===== src/rtl/thc_pkg.sv =====
// Shared constants, types and helpers for the thermal contrast controller.
// Assumes an offset-binary temperature code whose midpoint means "no change".
package thc_pkg;
    localparam int THC_CODE_W   = 4;
    localparam int THC_SUM_W    = THC_CODE_W + 1;
    localparam int THC_CODE_MAX = (1 << THC_CODE_W) - 1;
    localparam int THC_ZERO     = 1 << (THC_CODE_W - 1);
    localparam int THC_STEP     = 2;
    localparam int THC_HOT      = THC_CODE_MAX - THC_STEP + 1;

    typedef logic [THC_CODE_W-1:0] thc_code_t;

    typedef enum logic [1:0] {
        THC_IDLE = 2'd0,
        THC_HEAT = 2'd1,
        THC_COOL = 2'd2
    } thc_state_e;

    // Goal code: baseline plus the step, saturated at the top code.
    function automatic thc_code_t thc_target(input thc_code_t base);
        logic [THC_SUM_W-1:0] sum;
        sum = {1'b0, base} + THC_SUM_W'(THC_STEP);
        if (sum > THC_SUM_W'(THC_CODE_MAX))
            return thc_code_t'(THC_CODE_MAX);
        return sum[THC_CODE_W-1:0];
    endfunction
endpackage


===== src/rtl/thc_frame_gate.sv =====
// Frame qualification: a frame counts only when the strobe and the lock are both high.
// It also registers the signed differential (code minus midpoint) of the last counted frame.
module thc_frame_gate
    import thc_pkg::*;
(
    input  logic                        clk,
    input  logic                        rst_n,
    input  thc_code_t                   temp_code,
    input  logic                        code_valid,
    input  logic                        sync_locked,
    output logic                        frame_acc,
    output logic signed [THC_SUM_W-1:0] temp_delta
);
    logic [THC_SUM_W-1:0] raw_delta;

    // Qualify the incoming frame strobe.
    always_comb frame_acc = code_valid & sync_locked;

    // Offset-binary to two's complement.
    always_comb raw_delta = {1'b0, temp_code} - THC_SUM_W'(THC_ZERO);

    // Hold the differential of the last counted frame.
    always_ff @(posedge clk) begin
        if (!rst_n)
            temp_delta <= '0;
        else if (frame_acc)
            temp_delta <= $signed(raw_delta);
    end
endmodule


===== src/rtl/thc_frame_cnt.sv =====
// Saturating frame counter with a synchronous clear that has priority over increment.
module thc_frame_cnt #(
    parameter int CNT_W = 8
) (
    input  logic             clk,
    input  logic             rst_n,
    input  logic             clr,
    input  logic             inc,
    output logic [CNT_W-1:0] cnt
);
    localparam logic [CNT_W-1:0] CNT_MAX = {CNT_W{1'b1}};

    // Count counted frames; stop at the top value.
    always_ff @(posedge clk) begin
        if (!rst_n || clr)
            cnt <= '0;
        else if (inc && cnt != CNT_MAX)
            cnt <= cnt + 1'b1;
    end
endmodule


===== src/rtl/thc_fsm.sv =====
// Heater control sequence: idle, heating toward baseline+STEP, then cooldown.
// Assumes the frame counters are cleared whenever the FSM is outside their state.
module thc_fsm
    import thc_pkg::*;
#(
    parameter int CNT_W = 8
) (
    input  logic             clk,
    input  logic             rst_n,
    input  logic             frame_acc,
    input  thc_code_t        temp_code,
    input  logic             low_contrast_req,
    input  logic             nap,
    input  logic [CNT_W-1:0] cfg_timeout_frames,
    input  logic [CNT_W-1:0] cfg_cooldown_frames,
    input  logic [CNT_W-1:0] heat_cnt,
    input  logic [CNT_W-1:0] cool_cnt,
    output logic             heat_clr,
    output logic             heat_inc,
    output logic             cool_clr,
    output logic             cool_inc,
    output logic             heater_en,
    output logic             busy,
    output logic             err_flag
);
    thc_state_e state_q, state_d;
    thc_code_t  goal_q, goal_d;
    logic       err_d;
    logic       timeout_hit;
    logic       cool_done;
    logic       goal_hit;

    // Budget check: this frame would be the last one allowed.
    always_comb timeout_hit = ({1'b0, heat_cnt} + {{CNT_W{1'b0}}, 1'b1}) >= {1'b0, cfg_timeout_frames};

    // Cooldown ends once enough counted frames have passed.
    always_comb cool_done = cool_cnt >= cfg_cooldown_frames;

    // Goal reached by the current frame's code.
    always_comb goal_hit = temp_code >= goal_q;

    // Next-state and error decisions.
    always_comb begin
        state_d = state_q;
        goal_d  = goal_q;
        err_d   = err_flag;
        unique case (state_q)
            THC_IDLE: begin
                if (frame_acc && low_contrast_req && !nap) begin
                    if (temp_code >= thc_code_t'(THC_HOT)) begin
                        err_d   = 1'b1;
                        state_d = THC_COOL;
                    end else begin
                        err_d   = 1'b0;
                        goal_d  = thc_target(temp_code);
                        state_d = THC_HEAT;
                    end
                end
            end
            THC_HEAT: begin
                if (nap) begin
                    state_d = THC_COOL;
                end else if (frame_acc) begin
                    if (goal_hit) begin
                        state_d = THC_COOL;
                    end else if (timeout_hit) begin
                        err_d   = 1'b1;
                        state_d = THC_COOL;
                    end
                end
            end
            THC_COOL: begin
                if (cool_done)
                    state_d = THC_IDLE;
            end
            default: state_d = THC_IDLE;
        endcase
    end

    // State, goal and error registers.
    always_ff @(posedge clk) begin
        if (!rst_n) begin
            state_q  <= THC_IDLE;
            goal_q   <= '0;
            err_flag <= 1'b0;
        end else begin
            state_q  <= state_d;
            goal_q   <= goal_d;
            err_flag <= err_d;
        end
    end

    // Counter controls: each counter runs only inside its own state.
    always_comb begin
        heat_clr = state_q != THC_HEAT;
        heat_inc = (state_q == THC_HEAT) && frame_acc && !nap;
        cool_clr = state_q != THC_COOL;
        cool_inc = (state_q == THC_COOL) && frame_acc;
    end

    // Outputs; nap gates the heater without waiting for an edge.
    always_comb begin
        heater_en = (state_q == THC_HEAT) && !nap;
        busy      = state_q != THC_IDLE;
    end
endmodule


===== src/rtl/thermo_contrast_ctrl.sv =====
// Top of the thermal contrast controller: frame gate, two frame counters, FSM.
// Assumes temp_code is stable whenever code_valid is high.
module thermo_contrast_ctrl
    import thc_pkg::*;
#(
    parameter int CNT_W = 8
) (
    input  logic                        clk,
    input  logic                        rst_n,
    input  logic [THC_CODE_W-1:0]       temp_code,
    input  logic                        code_valid,
    input  logic                        sync_locked,
    input  logic                        low_contrast_req,
    input  logic                        nap,
    input  logic [CNT_W-1:0]            cfg_timeout_frames,
    input  logic [CNT_W-1:0]            cfg_cooldown_frames,
    output logic                        heater_en,
    output logic                        busy,
    output logic                        err_flag,
    output logic signed [THC_SUM_W-1:0] temp_delta
);
    logic             frame_acc;
    logic             heat_clr, heat_inc, cool_clr, cool_inc;
    logic [CNT_W-1:0] heat_cnt, cool_cnt;

    thc_frame_gate u_gate (
        .clk        (clk),
        .rst_n      (rst_n),
        .temp_code  (temp_code),
        .code_valid (code_valid),
        .sync_locked(sync_locked),
        .frame_acc  (frame_acc),
        .temp_delta (temp_delta)
    );

    thc_frame_cnt #(.CNT_W(CNT_W)) u_heat_cnt (
        .clk  (clk),
        .rst_n(rst_n),
        .clr  (heat_clr),
        .inc  (heat_inc),
        .cnt  (heat_cnt)
    );

    thc_frame_cnt #(.CNT_W(CNT_W)) u_cool_cnt (
        .clk  (clk),
        .rst_n(rst_n),
        .clr  (cool_clr),
        .inc  (cool_inc),
        .cnt  (cool_cnt)
    );

    thc_fsm #(.CNT_W(CNT_W)) u_fsm (
        .clk                (clk),
        .rst_n              (rst_n),
        .frame_acc          (frame_acc),
        .temp_code          (temp_code),
        .low_contrast_req   (low_contrast_req),
        .nap                (nap),
        .cfg_timeout_frames (cfg_timeout_frames),
        .cfg_cooldown_frames(cfg_cooldown_frames),
        .heat_cnt           (heat_cnt),
        .cool_cnt           (cool_cnt),
        .heat_clr           (heat_clr),
        .heat_inc           (heat_inc),
        .cool_clr           (cool_clr),
        .cool_inc           (cool_inc),
        .heater_en          (heater_en),
        .busy               (busy),
        .err_flag           (err_flag)
    );
endmodule


===== config.mk =====
export PLATFORM = sky130hd
export DESIGN_NAME = thermo_contrast_ctrl
export DESIGN_NICKNAME = d
export VERILOG_FILES = /design/src/rtl/thc_pkg.sv /design/src/rtl/thc_frame_gate.sv /design/src/rtl/thc_frame_cnt.sv /design/src/rtl/thc_fsm.sv /design/src/rtl/thermo_contrast_ctrl.sv
export SDC_FILE = /design/constraint.sdc
export NUM_CORES = 1
export LEC_CHECK = 0
export BUFFER_PORTS_ARGS = -buffer_cell sky130_fd_sc_hd__buf_4
export CORE_AREA = 4 4 65 67
export CTS_CLUSTER_SIZE = 28
export DETAILED_ROUTE_END_ITERATION = 12
export DIE_AREA = 0 0 69 71
export PLACE_DENSITY_LB_ADDON = 0.08
export SYNTH_ARGS = -nofsm -noshare
export SYNTH_HDL_FRONTEND = slang
export SYNTH_HIERARCHICAL = 1
export SYNTH_SLANG_ARGS = --single-unit

===== constraint.sdc =====
create_clock -name clk -period 4.7 [get_ports clk]
set_input_delay 0.235 -clock clk [delete_from_list [all_inputs] [get_ports clk]]
set_output_delay 0.235 -clock clk [all_outputs]
set_load 0.03 [all_outputs]

# After elaboration in Yosys (flattened, before gate mapping)
# Index checks and enable logic that the tools add are counted.
# Widths: inputs -> output; s select.
[word_totals]
ff_bits = 28
in_bits = 26
output_inout_bits = 8
word_cells = 71
[op_classes]
addsub = 5
magnitude_cmp = 5
n_eq_ne = 14
muxes = 21
n_bitwise = 2
reduce_logical = 18
[op_table]
columns = ["operator", "n"]
rows = [
  ["$add 8x1->8 const B", 2],
  ["$ne 8x8->1 const B", 2],
  ["$mux 2", 7],
  ["$mux 1", 10],
  ["$ne 2x1->1 const B", 5],
  ["$add 8x1->9 const B", 1],
  ["$ge 9x8->1", 1],
  ["$ge 8x8->1", 1],
  ["$logic_and 1x1->1", 8],
  ["$mux 4", 2],
  ["$ne 2x2->1 const B", 3],
  ["$pmux 2 s3", 1],
  ["$reduce_and 6->1", 1],
  ["$add 4x2->5 const B", 1],
  ["$gt 5x4->1 const B", 1],
  ["$sub 4x4->5 const B", 1],
  ["$ge 4x4->1", 1],
  ["$ge 4x4->1 const B", 1],
  ["$ne 4x2->1 const B", 1],
  ["$reduce_and 4->1", 1],
  ["$reduce_bool 2->1", 2],
  ["$ne 3x2->1 const B", 1],
  ["$reduce_and 3->1", 1],
  ["$eq 2x1->1 const B", 1],
  ["7 further kinds", 9],
]

# Longest topological paths before layout
[logic_depth]
depth_word = 7
ltp_mapped = 10
ltp_nobuf = 10

# Cells and area by module
# Netlist, hierarchy kept.
[modules_own_cells]
columns = ["module", "instances", "cells_each", "area_per_inst_um2", "seq_area_each_um2"]
rows = [
  ["thc_fsm", 1, 131, 989.7, 140.1],
  ["thc_frame_cnt", 2, 46, 421.7, 160.2],
  ["thc_frame_gate", 1, 17, 156.4, 80.1],
]

# Least setup slack after synthesis
# OpenSTA, ideal clock, no wires.
[synth_timing]
kind = "reg-to-reg"
from = "register u_heat_cnt.cnt[0]"
to = "register u_fsm.state_q[0]"
setup_ps = 86
arrival_time_ps = 2327
required_ps = 4614
slack_ps = 2286
path_stages_with_launch = 11
n_path_buf = 0
synth_period_minus_slack_ps = 2414
path_cell_list = "dfxtp_1 -> ha_1 -> nand2_1 -> nor2_1 -> xor2_1 -> ha_1 -> o21ai_0 -> nor2_1 -> a221o_1 -> or3_4 -> a221oi_2"
[synth_via]
elab_chain_len = 4
[synth_lines]
columns = ["item", "line", "text"]
rows = [
  ["from (decl)", "thc_frame_cnt.sv:9", "output logic [CNT_W-1:0] cnt"],
  ["from (signal assigned)", "thc_frame_cnt.sv:18", "cnt <= cnt + 1'b1;"],
  ["$add 8x1->9", "thc_fsm.sv:34", "always_comb timeout_hit = ({1'b0, heat_cnt} + {{CNT_W{1'b0}}, 1'b1}) >= {1'b0, cfg_timeout_frames};"],
  ["$ge 9x8->1", "thc_fsm.sv:34", ""],
  ["$ne 4x2->1 (no source line)", "n/a", ""],
  ["$reduce_and 4->1 (no source line)", "n/a", ""],
  ["to (signal assigned)", "thc_fsm.sv:87", "state_q <= state_d;"],
  ["to (decl)", "thc_fsm.sv:26", "thc_state_e state_q, state_d;"],
]
# No other way between the ends.
# A chain may end at the register's enable or synchronous reset.

# Final worst setup path
# Same ends and word-level chain as after synthesis.

==> flow_metrics.py <==
metrics = {
    "clock_network": {
        "ctsHoldBuffers": 0,
        "clockRootBuffer": "clkbuf_8",
        "cts_buffers": 3,
        "clock_path_buffers": 2,
        "numClockSinks": 27,
        "post_cts_buffers": 0,
        "post_cts_resized": 0,
        "htreeDepth": 1,
        "cts_tree": "built",
        "path_clk_slew_ns": 0.09,
        "clkLatencyLatePin_ns": 0.27,
    },
    "final_layout": {
        "num-nets-final": 328,
        "n_antenna_cell": 0,
        "post-route-cell-area_mm2": 0.00234,
        "final_core_util_pct": 64.3,
        "area_delta_synth_final_pct": 17.4,
        "register_area_um2": 541,
        "multi_input_area_mm2": 0.00135,
        "drive_gt1_share_pct": 17.8,
        "fin_cells": 324,
        "n_fill_cell": 364,
    },
    "global_route": {
        "overflow": 0,
        "grt_pass1_vias": 1625,
        "met2_usage_pct": 27.6,
        "grtUsageMet3_pct": 3.13,
        "grt_pass1_wl_mm": 7.16,
        "grt_max_degree": 16,
        "gr-max-usage-layer": "met2",
        "antenna_found_initial": 0,
        "globalRouteMet1Util_pct": 23.3,
        "grt_usage_pct": 17.3,
    },
    "sta": {
        "fmax_mhz": 383,
        "worst_pin_slew_ns": 0.563,
        "drv_slew": 0,
        "period_share_pct": 55.6,
        "fin_skew_ns": 0.00646,
        "finalSetupViolCount": 0,
        "rsz0062_at_grt": "false",
        "final_hold_viol_count": 0,
        "setup_tns_ns": 0,
        "period_minus_slack_ns": 2.61,
        "max_slew_margin_pct": 62.4,
    },
    "route": {
        "wl_per_cell_um": 12.7,
        "drc": 0,
        "wirelength_mm": 4.11,
        "ant_nets": 0,
        "first_pass_iters": 4,
        "vias_per_cell": 5.51,
        "first_iter_violations": 59,
        "num_vias": 1786,
    },
    "setup_path": {
        "rr_endpoint": "u_fsm/state_q[0]",
        "cp_data_arrival_time_ns": 2.81,
        "rrSetupSlack_ns": 2.09,
        "cp_max_fo": 9,
        "worst-r2r-cell-count": 10,
        "slowest_stage": "dfxtp_1",
        "path_class": "flip-flop to flip-flop",
        "startpoint_type": "flip-flop",
        "cpPeakStageDelay_ns": 0.47,
        "cp-end-kind": "flip-flop",
        "crit_chain": "ha_1, nand2_1, nor2_1, xor2_1, ha_1, o21ai_0, nor2_1, a221o_1, or3_4, a221oi_2",
        "cp.required_ns": 4.90,
        "crit_family": "compound AO/OA/AOI/OAI gates",
        "critPathBufInv": 0,
        "r2r_start": "u_heat_cnt/cnt[0]",
    },
    "placement": {
        "port-buffer-count": 33,
        "dp_cells": 320,
        "dp_hpwl_mm": 3.26,
        "placed_area_mm2": 0.00229,
        "routabilityCongestion": 0.766,
    },
    "pwr": {
        "leakagePower_nw": 1.04,
        "peakVddDrop_mv": 0.166,
        "powerDensity_mw_per_mm2": 183,
        "total_power_uw": 426,
    },
    "die": {
        "fp.dieW_um": 69,
        "die_area_mm2": 0.00490,
        "core.rowCount": 22,
        "die_y_um": 71,
        "pin_count": 34,
        "start_util_pct": 54.8,
        "core_mm2": 0.00363,
    },
    "synth": {
        "synth_seq_cells": 27,
        "synth_cell_types": 38,
        "netlist_area_mm2": 0.00199,
        "ys.flop_type": "dfxtp_1",
        "synth-edff-count": 0,
        "synth.net_count": 291,
        "syn_area_per_cell_um2": 8.29,
        "synth_warnings": 6,
        "ys_seq_area_share_pct": 27.2,
        "async_flop_share_pct": 0,
        "synth_cells": 240,
    },
    "worst_hold_path": {
        "holdPathEnd": "u_fsm/goal_q[1]",
        "min-delay-start": "temp_code[1]",
        "holdPathStages": 2,
        "hold_class": "primary input to flip-flop",
    },
    "status": {
        "outcome": "finished clean",
    },
    "flow_run": {
        "maxCapViolCount": 0,
    },
}
## cells in the mapped netlist (6+ instances only)
cell type	n	area [um^2]
a21oi_1	14	70.1
nand3_1	9	45.0
dfxtp_1	27	541
and4_1	7	61.3
mux2i_1	6	60.1
nand4_1	7	43.8
nand2b_1	8	50.1
nor2_1	11	41.3
nand2_1	23	86.3
nor2b_1	11	68.8
nor3_1	6	30.0
o21ai_0	15	75.1
inv_1	24	90.1
ha_1	25	313
## metal layers
layer,up-vias,part of all wire (%)
met5,-,0
met4,0,2.3
met3,8,3.0
met2,28,47
met1,800,48
li1,950,-
## report_power, final
group | switching (mW) | internal [mW]
sequential | 0.00184 | 0.232
combinational | 0.0314 | 0.0294
clock | 0.0723 | 0.0595
## flip-flops by register name (all words and copies together) (netlist names)
signal,cells
u_fsm/state_q,2
u_gate/temp_delta,4
u_fsm/err_flag,1
u_cool_cnt/cnt,8
u_heat_cnt/cnt,8
u_fsm/goal_q,4
## metrics by stage
step | worst slack [ns] | hold WS, ns
finish | 2.09 | 0.206
global route | 1.88 | 0.213
CTS | 2.10 | 0.202
detailed placement | 2.11 | 0.457
global placement | 2.15 | 0.447
floorplan | 2.29 | 0.347
## layout make-up
class                           count  share of cell area [%]
Multi-Input combinational cell    188                    57.8
Inverter                           24                    3.86
Timing Repair Buffer               33                    10.6
Sequential cell                    27                    23.1
Tap cell                           48                    2.57
Clock inverter                      1                   0.214
Clock buffer                        3                    1.77
## kinds of logic after synthesis
kind of cell,count (synthesis),share of synthesized area [%]
and+or+nand+nor,94,26.4
AOI/OAI and AO/OA,56,19.7
DFF,27,27.2
buffers and inverters,25,4.91
adders and majority gates,25,15.7
xor gates and xnor gates,7,3.08
muxes,6,3.02
## how the worst max path moves through the flow
| stage | slack (ns) | depth (start not counted) | end | from |
|---|---|---|---|---|
| after global placement | 2.15 | 10 | u_fsm/state_q[0] | u_heat_cnt/cnt[0] |
| after detailed placement | 2.11 | 10 | u_fsm/state_q[0] | u_heat_cnt/cnt[0] |
| after CTS | 2.10 | 10 | u_fsm/state_q[0] | u_heat_cnt/cnt[0] |
| after global routing | 1.88 | 10 | u_fsm/state_q[0] | u_heat_cnt/cnt[0] |
| after floorplan | 2.29 | 10 | u_fsm/state_q[0] | u_heat_cnt/cnt[0] |
| final | 2.09 | 10 | u_fsm/state_q[0] | u_heat_cnt/cnt[0] |
## layout by cell type (no fill, tap or decap), types with 6 or more instances in the layout
cell type and n:
a21oi_1 14, and4_1 7, buf_4 33, dfxtp_1 27
ha_1 25, inv_1 24, mux2i_1 6, nand2_1 23
nand2b_1 8, nand3_1 9, nand4_1 7, nor2_1 11
nor2b_1 11, nor3_1 6, o21ai_0 15
Note: power is estimated with default switching activity, not from simulation.
